### config.mk
export PLATFORM = sky130hd
export DESIGN_NAME = cfg_byte_port
export DESIGN_NICKNAME = d
export VERILOG_FILES = /design/src/rtl/cfg_port_pkg.sv /design/src/rtl/cfg_wr_deser.sv /design/src/rtl/cfg_rd_ser.sv /design/src/rtl/cfg_regfile.sv /design/src/rtl/cfg_byte_port.sv
export SDC_FILE = /design/constraint.sdc
export NUM_CORES = 1
export LEC_CHECK = 0
export BUFFER_PORTS_ARGS = -buffer_cell sky130_fd_sc_hd__clkbuf_2
export CAP_MARGIN = 25
export CORE_ASPECT_RATIO = 1.25
export CORE_MARGIN = 2
export CORE_UTILIZATION = 40
export CTS_BUF_LIST = sky130_fd_sc_hd__clkbuf_8
export CTS_CLUSTER_DIAMETER = 100
export DETAILED_ROUTE_END_ITERATION = 6
export PLACE_DENSITY = 0.59
export SLEW_MARGIN = 20
export SYNTH_ARGS = -nofsm -noshare
export SYNTH_HDL_FRONTEND = slang
export SYNTH_SLANG_ARGS = --single-unit
### constraint.sdc
create_clock -name clk -period 2.1 [get_ports clk]
set_clock_uncertainty 0.05 [all_clocks]
set_input_delay 0.42 -clock clk [delete_from_list [all_inputs] [get_ports clk]]
set_output_delay 0.42 -clock clk [all_outputs]
set_load 0.01 [all_outputs]
### src/rtl/cfg_port_pkg.sv
package cfg_port_pkg;
   typedef enum logic [2:0] {
      ST_IDLE,
      ST_WCAP,
      ST_WAIT,
      ST_RWAIT,
      ST_RSEND
   } port_state_t;
endpackage

### src/rtl/cfg_wr_deser.sv
module cfg_wr_deser #(
   parameter int BYTE_W = 8,
   parameter int NBYTES = 4
) (
   input  logic                     clk,
   input  logic                     rst_n,
   input  logic                     start,
   input  logic [BYTE_W-1:0]        din,
   output logic [BYTE_W*NBYTES-1:0] word,
   output logic                     last
);
   localparam int WORD_W = BYTE_W * NBYTES;
   localparam int CNT_W  = $clog2(NBYTES);

   logic [CNT_W-1:0]  cnt_q;
   logic              act_q;
   logic [WORD_W-1:0] stage_q;

   always_ff @(posedge clk) begin
      if (!rst_n) begin
         cnt_q   <= '0;
         act_q   <= 1'b0;
         stage_q <= '0;
      end else if (start) begin
         stage_q[BYTE_W-1:0] <= din;
         cnt_q               <= CNT_W'(1);
         act_q               <= 1'b1;
      end else if (act_q) begin
         stage_q[int'(cnt_q)*BYTE_W +: BYTE_W] <= din;
         if (cnt_q == CNT_W'(NBYTES-1)) begin
            act_q <= 1'b0;
            cnt_q <= '0;
         end else begin
            cnt_q <= cnt_q + CNT_W'(1);
         end
      end
   end

   assign word = stage_q;
   assign last = act_q && (cnt_q == CNT_W'(NBYTES-1));

   // an idle stager always restarts from byte zero
   assert_stage_rewound_R4: assert property (@(posedge clk) disable iff (!rst_n)
      !act_q |-> (cnt_q == '0));
endmodule

### src/rtl/cfg_rd_ser.sv
module cfg_rd_ser #(
   parameter int BYTE_W = 8,
   parameter int NBYTES = 4
) (
   input  logic                     clk,
   input  logic                     rst_n,
   input  logic                     load,
   input  logic [BYTE_W*NBYTES-1:0] word,
   output logic [BYTE_W-1:0]        dout,
   output logic                     tail
);
   localparam int WORD_W = BYTE_W * NBYTES;
   localparam int CNT_W  = $clog2(NBYTES + 1);

   logic [WORD_W-1:0] sh_q;
   logic [CNT_W-1:0]  cnt_q;

   always_ff @(posedge clk) begin
      if (!rst_n) begin
         sh_q  <= '0;
         cnt_q <= '0;
      end else if (load) begin
         sh_q  <= word;
         cnt_q <= CNT_W'(NBYTES);
      end else if (cnt_q != '0) begin
         sh_q  <= sh_q >> BYTE_W;
         cnt_q <= cnt_q - CNT_W'(1);
      end
   end

   assign dout = sh_q[BYTE_W-1:0];
   assign tail = (cnt_q == CNT_W'(1));

   // once all bytes are shifted out the output lane carries zero
   assert_drained_zero_R3: assert property (@(posedge clk) disable iff (!rst_n)
      (cnt_q == '0) |-> (sh_q == '0));
endmodule

### src/rtl/cfg_regfile.sv
module cfg_regfile #(
   parameter int WORD_W = 32,
   parameter int WORDS  = 16,
   localparam int IDX_W = $clog2(WORDS)
) (
   input  logic              clk,
   input  logic              rst_n,
   input  logic              link_we,
   input  logic [IDX_W-1:0]  link_idx,
   input  logic [WORD_W-1:0] link_data,
   input  logic              loc_we,
   input  logic [IDX_W-1:0]  loc_idx,
   input  logic [WORD_W-1:0] loc_data,
   input  logic [IDX_W-1:0]  rd_idx,
   output logic [WORD_W-1:0] rd_data
);
   logic [WORDS*WORD_W-1:0] flat;

   for (genvar i = 0; i < WORDS; i++) begin : g_word
      logic [WORD_W-1:0] word_q;
      always_ff @(posedge clk) begin
         if (!rst_n)
            word_q <= '0;
         else if (link_we && (link_idx == IDX_W'(i)))
            word_q <= link_data;
         else if (loc_we && (loc_idx == IDX_W'(i)))
            word_q <= loc_data;
      end
      assign flat[i*WORD_W +: WORD_W] = word_q;
   end

   assign rd_data = flat[int'(rd_idx)*WORD_W +: WORD_W];

   // a local store never shares a cycle with a link store
   assert_local_yields_R8: assert property (@(posedge clk) disable iff (!rst_n)
      loc_we |-> !link_we);
endmodule

### src/rtl/cfg_byte_port.sv
module cfg_byte_port #(
   parameter int ADDR_W = 12,
   parameter int BYTE_W = 8,
   parameter int NBYTES = 4,
   parameter int WORDS  = 16
) (
   input  logic                     clk,
   input  logic                     rst_n,
   input  logic                     loc_rd_en,
   input  logic                     loc_wr_en,
   input  logic [ADDR_W-1:0]        loc_addr,
   input  logic [BYTE_W-1:0]        loc_wbyte,
   output logic                     loc_ack,
   output logic [BYTE_W-1:0]        loc_rbyte,
   input  logic                     cfg_pending,
   input  logic                     cfg_wr,
   input  logic [ADDR_W-1:0]        cfg_addr,
   input  logic [BYTE_W*NBYTES-1:0] cfg_wdata
);
   import cfg_port_pkg::*;

   localparam int WORD_W = BYTE_W * NBYTES;
   localparam int IDX_W  = $clog2(WORDS);
   localparam int LSB    = 2;

   if (NBYTES < 2) begin : g_bad_nbytes
      $error("cfg_byte_port: NBYTES must be at least 2");
   end
   if (WORDS < 2) begin : g_bad_words
      $error("cfg_byte_port: WORDS must be at least 2");
   end
   if (ADDR_W < LSB + IDX_W) begin : g_bad_addr
      $error("cfg_byte_port: ADDR_W too narrow for WORDS");
   end

   port_state_t       state_q, state_d;
   logic [IDX_W-1:0]  idx_q;
   logic              ack_q, ack_d;
   logic              hold, commit, launch, rd_start, wr_start;
   logic              wr_last, rd_tail;
   logic [WORD_W-1:0] stage_word, rd_word;
   logic              unused_addr;

   assign hold        = cfg_pending | cfg_wr;
   assign unused_addr = ^{loc_addr, cfg_addr};

   always_comb begin
      state_d  = state_q;
      ack_d    = 1'b0;
      commit   = 1'b0;
      launch   = 1'b0;
      rd_start = 1'b0;
      wr_start = 1'b0;
      case (state_q)
         ST_IDLE: begin
            if (loc_rd_en) begin
               rd_start = 1'b1;
               state_d  = ST_RWAIT;
            end else if (loc_wr_en) begin
               wr_start = 1'b1;
               state_d  = ST_WCAP;
            end
         end
         ST_WCAP:  if (wr_last) state_d = ST_WAIT;
         ST_WAIT: begin
            if (!hold) begin
               commit  = 1'b1;
               ack_d   = 1'b1;
               state_d = ST_IDLE;
            end
         end
         ST_RWAIT: begin
            if (!hold) begin
               launch  = 1'b1;
               ack_d   = 1'b1;
               state_d = ST_RSEND;
            end
         end
         ST_RSEND: if (rd_tail) state_d = ST_IDLE;
         default:  state_d = ST_IDLE;
      endcase
   end

   always_ff @(posedge clk) begin
      if (!rst_n) begin
         state_q <= ST_IDLE;
         idx_q   <= '0;
         ack_q   <= 1'b0;
      end else begin
         state_q <= state_d;
         ack_q   <= ack_d;
         if (rd_start || wr_start) idx_q <= loc_addr[LSB +: IDX_W];
      end
   end

   cfg_wr_deser #(.BYTE_W(BYTE_W), .NBYTES(NBYTES)) u_deser (
      .clk   (clk),
      .rst_n (rst_n),
      .start (wr_start),
      .din   (loc_wbyte),
      .word  (stage_word),
      .last  (wr_last)
   );

   cfg_regfile #(.WORD_W(WORD_W), .WORDS(WORDS)) u_regs (
      .clk       (clk),
      .rst_n     (rst_n),
      .link_we   (cfg_wr),
      .link_idx  (cfg_addr[LSB +: IDX_W]),
      .link_data (cfg_wdata),
      .loc_we    (commit),
      .loc_idx   (idx_q),
      .loc_data  (stage_word),
      .rd_idx    (idx_q),
      .rd_data   (rd_word)
   );

   cfg_rd_ser #(.BYTE_W(BYTE_W), .NBYTES(NBYTES)) u_ser (
      .clk   (clk),
      .rst_n (rst_n),
      .load  (launch),
      .word  (rd_word),
      .dout  (loc_rbyte),
      .tail  (rd_tail)
   );

   assign loc_ack = ack_q;

   // acknowledge is a single-cycle pulse
   assert_ack_single_R2: assert property (@(posedge clk) disable iff (!rst_n)
      loc_ack |=> !loc_ack);

   // acknowledge only follows a cycle free of link activity
   assert_ack_after_free_R6: assert property (@(posedge clk) disable iff (!rst_n)
      loc_ack |-> $past(!(cfg_pending || cfg_wr)));

   // a streaming read can only finish, never switch to another operation
   assert_busy_ignore_R11: assert property (@(posedge clk) disable iff (!rst_n)
      (state_q == ST_RSEND) |=> (state_q == ST_RSEND || state_q == ST_IDLE));
endmodule

# == Word-level counts from Yosys, hierarchy flattened ==
# Cells that the tools add are included.
# classes
shift,3
add_sub_neg,3
reduce_logical,62
bitwise_logic,3
muxes,60
eq_ne,41
# op_table
op,n
$mux 32,34
$shiftx 512x10->32,1
$eq 4x4->1 const B,16
$reduce_bool 2->1,18
$logic_and 1x1->1,33
$neg 5->33,1
$shift 8x33->32 const A,1
$shiftx 8x33->32,1
$bwmux 32,1
$eq 4x3->1 const B,8
$mux 3,8
$eq 4x2->1 const B,4
$mux 8,2
$pmux 3 s5,1
$mux 1,13
$eq 4x1->1 const B,2
$logic_not 4->1,2
$eq 3x1->1 const B,2
$eq 3x2->1 const B,2
$ne 2x2->1 const B,3
$reduce_or 2->1,3
$reduce_and 5->1,1
$reduce_and 2->1,2
$eq 3x3->1 const B,1
other kinds (11),12
# totals
ff_bits,590
elab_cells,199

# == Longest topological paths before layout ==
# logic_depth
ltp_word,6
depth_mapped,9
mapped_depth_nobuf,6

# == Hierarchy ==
# A second synthesis with hierarchy kept.
# hier_totals
hier_cells,3813
hier_area_um2,32020.7
# modules_own_cells
mod,area_each_um2,cells_per_inst,seq_area_each_um2,instances
cfg_regfile,28750.1,3458,10249.8,1
cfg_rd_ser,1544.0,197,700.7,1
cfg_wr_deser,1351.3,120,700.7,1
cfg_byte_port,375.4,38,160.2,1

# == Worst setup path after synthesis ==
# OpenSTA, ideal clock, no wires.
# synth_timing
path_kind,input to register
startpoint,input port cfg_pending
endpoint,register u_regs.g_word[2].word_q[10]
setup_time_ns,0.124
required_ns,1.926
arrival_time_ns,2.086
slack_ns,-0.160
path_stages,8
cell_sequence,or4b_1 buf_4 buf_6 nor4_4 or2_1 buf_2 buf_6 a21oi_1
# synth_via
elab_chain_len,5
# synth_lines
item,line_no,rtl
"start, declared",cfg_byte_port.sv:15,"input logic cfg_pending,"
$or 1x1->1,cfg_byte_port.sv:44,assign hold = cfg_pending | cfg_wr;
$mux 1,cfg_byte_port.sv:66,if (!hold) begin
$mux 1,cfg_byte_port.sv:54,case (state_q)
$logic_and 1x1->1,cfg_regfile.sv:26,else if (loc_we && (loc_idx == IDX_W'(i)))
$reduce_bool 2->1 (no source line),--,
"end signal, assigned",cfg_regfile.sv:25,word_q <= link_data;
"end signal, assigned",cfg_regfile.sv:27,word_q <= loc_data;
"end, declared",cfg_regfile.sv:20,logic [WORD_W-1:0] word_q;
# Every way passes these cells.
# A chain may end at the register's enable or synchronous reset.

# == Final worst setup path ==
# layout_timing
startpoint,register state_q[1]
endpoint,register u_regs.g_word[13].word_q[23]
# layout_via
elab_chain_len,4
# layout_lines
item,line_no,rtl
"start, declared",cfg_byte_port.sv:36,"port_state_t state_q, state_d;"
"start signal, assigned",cfg_byte_port.sv:90,state_q <= state_d;
$eq 3x2->1,cfg_byte_port.sv:54,
$mux 1,cfg_byte_port.sv:54,
$logic_and 1x1->1,cfg_regfile.sv:26,
$reduce_bool 2->1 (no source line),--,
"end signal, assigned",cfg_regfile.sv:25,
"end signal, assigned",cfg_regfile.sv:27,
"end, declared",cfg_regfile.sv:20,
# Every way passes these cells.

==> summary.txt <==
CTS
  • Clk buf depth: 3
  • Number of CTS-inserted buffers: 100
  • Htree depth: 3
  • CTS root buf: clkbuf_8
  • Sink Count: 590
  • CTS tree: yes
  • CTS clock-pin slew for the worst setup and hold paths: 60 ps
  • Worst skew pair latency: 780 ps

Critical path
  • Critical Path Max Stage Delay: 510 ps
  • Crit path required time: 2660 ps
  • Worst-path cell chain: or4b_4 -> buf_12 -> buf_6 -> nor4_4 -> or2_4 -> clkbuf_16 -> a21oi_2
  • CP Data Arrival Time: 2790 ps
  • CP Class: reg2reg
  • Largest fanout on the critical path: 7
  • Buf/Inv on CP: 3
  • Crit-path leading delay family: simple AND/OR/NAND/NOR gates
  • Slowest cell on crit path: or4b_4
  • CP startpoint kind: register
  • Crit end category: register

Routing
  • DR vias: 30,026
  • Post-Route WL: 140,000 um
  • Number of remaining DRC errors: 0
  • DR iter-0 viols: 3,878
  • Post-DRT Antenna Nets: 0
  • Vias per cell: 6.74
  • First drt pass iteration count: 6
  • Wire per inst: 31.4 um

Die
  • Initial Util: 40.2%
  • Die area: 0.0810 mm2
  • Core area: 0.0784 mm2
  • Die Y: 318 um
  • IO Count: 79
  • FP Rows: 115
  • Die width: 255 um

Power
  • Sw Pwr: 8.23 mW
  • Max IR drop VDD: 0.510 mV
  • Pwr dens: 705 mW/mm2
  • Flop pwr share: 42.2%
  • Lkg Pwr: 14.0 nW
  • Internal power: 20.0 mW
  • Clk pwr share: 41.6%
  • Combinational fraction of design power: 16.1%
  • Switching part of the total: 29.1%

Synthesis
  • Synth area leaders: dfxtp_1 (37%), mux2i_1 (21%), o31ai_1 (12%)
  • Main flop type after synthesis: dfxtp_1
  • Most frequent cells after synthesis: mux2i_1 (670), dfxtp_1 (590), a21oi_1 (538)
  • Mean Syn Cell Area: 9.67 um2
  • Synth cell types: 49
  • Asr flop ratio synth: 0%
  • Post-synth EDFFs: 0
  • Most numerous cell in the Yosys netlist: mux2i_1
  • Yosys reg bits: 590
  • Top-area cell type share of the netlist area: 37.5%
  • Cells after synthesis: 3,259
  • Post-synth net total: 3,339
  • Synth warnings: 0
  • Seq/Total Area, Yosys: 37.5%
  • Synthesized cell area: 0.0315 mm2
  • Post-synth top area cell: dfxtp_1

STA
  • Clock period minus worst slack: 2230 ps
  • Slew Viols, Final: 0
  • Rel. slew slack: 43.2%
  • Final Cycle Share: 106%
  • Achievable clock frequency: 449 MHz
  • Final hold violations: 0
  • Final setup violation count: 222
  • Final WS setup: -129 ps
  • Worst slew pin tran: 850 ps
  • RSZ-0062 raised after global routing: true

Global routing
  • Initial antenna violation count: 12
  • Gr ovfl total: 0
  • First-pass GRT wire length: 191,000 um
  • Vias in the first global route: 29,677
  • Overall global routing resource usage: 31.3%
  • Largest net degree at the start of global routing: 117

Cells and area
  • Area grow syn2layout: 27.1%
  • Filler cells: 6,821
  • Share of post-route cells with drive strength above 1: 28.5%
  • Total Nets Final: 3,397
  • Post-layout util: 51.0%

Placed design
  • Setup WS pre-CTS: -266 ps
  • Buffers on Ports: 62
  • HPWL after detailed placement: 82,500 um
  • GPL Wtd Cong: 0.929

Status
  • Status: complete, but fails checks
  • Failing checks: negative setup slack

Hold path
  • Hold crit path type: in2reg

Run
  • Max Cap Violations: 0
[logic make-up (layout without fill, tap and decap cells)]
group | Yosys count | count (layout) | synth area share [%]
and+or+nand+nor | 193 | 193 | 3.94
muxes | 758 | 758 | 26.4
buffers and inverters | 473 | 613 | 6.84
other | 0 | 6 | 0
AOI/OAI and AO/OA | 1234 | 1234 | 24.9
adders and majority gates | 10 | 10 | 0.397
DFF | 590 | 590 | 37.5
xor gates and xnor gates | 1 | 1 | 0.0278
[power by group through the flow]
stage | Clock, mW | Combinational [mW] | Sequential [mW]
2_1_floorplan | 0 | 2.55 | 11.9
3_3_place_gp | 0 | 3.98 | 12.1
3_5_place_dp | 0 | 4.07 | 12.1
4_1_cts | 11.8 | 4.17 | 11.9
5_1_grt | 12.3 | 4.69 | 11.9
6_report | 11.8 | 4.55 | 11.9
[metrics by stage]
stage	instances	setup TNS, ps	hold WS [ps]	total power [mW]	area, um2
4_1_cts	4414	-4290	15.1	27.8	37900
3_3_place_gp	4191	-79660	417	16.1	34800
3_5_place_dp	4191	-85300	419	16.2	34800
2_1_floorplan	3259	-5130	402	14.5	31500
5_1_grt	4454	-20430	65.4	28.9	40000
6_report	4458	-9830	71.7	28.2	40000
[worst min-delay path, delay by kind of cell]
| family | cells | cell delay, ps |
|---|---|---|
| buf+inv | 1 | 200 |
| simple gates | 1 | 120 |
| compound gates | 1 | 60 |
[metal layers]
metal  routed length [um]  GRT usage (%)  up-vias
met5                   42              0        -
met4                 9400           18.5        6
met3                15900           7.59      547
met2                62100           48.9     2002
met1                52500           39.0    14941
li1                     -              -    12530
[cell usage in the layout, fill, tap and decap left out, drive strengths merged, types with 10 or more instances in the layout]
| cell | count |
|---|---|
| nand3 | 27 |
| nor3 | 25 |
| ha | 10 |
| clkinv | 11 |
| a221oi | 24 |
| o32ai | 24 |
| or2 | 20 |
| mux2 | 32 |
| clkbuf | 229 |
| mux2i | 670 |
| o21ai | 56 |
| a21boi | 36 |
| inv | 31 |
| dfxtp | 590 |
| nor2 | 33 |
| mux4 | 56 |
| o22ai | 24 |
| buf | 331 |
| a21oi | 538 |
| nor4 | 17 |
| o31ai | 512 |
| nand2 | 39 |
[flip-flops by register name, indices dropped and copies added, names as in the netlist]
signal                count
u_regs.g_word.word_q    512
u_deser.word             32
u_ser.sh_q               32
idx_q                     4
state_q                   3
u_ser.cnt_q               3
u_deser.cnt_q             2
loc_ack                   1
u_deser.act_q             1
[worst paths after layout]
kind / start / end / slack (ps) / depth (start not counted)
hold reg to reg: u_ser.sh_q[24]$_SDFFE_PN0P_ / u_ser.sh_q[24]$_SDFFE_PN0P_ / 460 / 1
hold / removal: loc_wbyte[3] / u_deser.word[27]$_SDFFE_PN0P_ / 70 / 3
setup / recovery: state_q[1]$_SDFFE_PN0P_ / u_regs.g_word[13].word_q[23]$_SDFFE_PN0P_ / -130 / 7
setup reg to reg: state_q[1]$_SDFFE_PN0P_ / u_regs.g_word[13].word_q[23]$_SDFFE_PN0P_ / -130 / 7
[cell type report]
type	count	area, um2	area share [%]
inverter	6	22.5	0.0563
multi-input combinational	2196	19100	47.6
clock inverter	40	293	0.731
timing repair buffer	423	5500	13.7
sequential	590	11800	29.6
clock buffer	144	1980	4.95
tap	1053	1320	3.29
antenna	6	15.0	0.0375
[repair_timing]
action,in CTS,in global routing
endpoints found under the setup margin,250,476
pin swaps,9,13
buffers inserted,23,14
endpoints found under the hold margin,16,0
hold buffers,7,0
resized for setup,62,301
gates cloned,9,30
No activity file was read; power rests on OpenSTA's default activity.
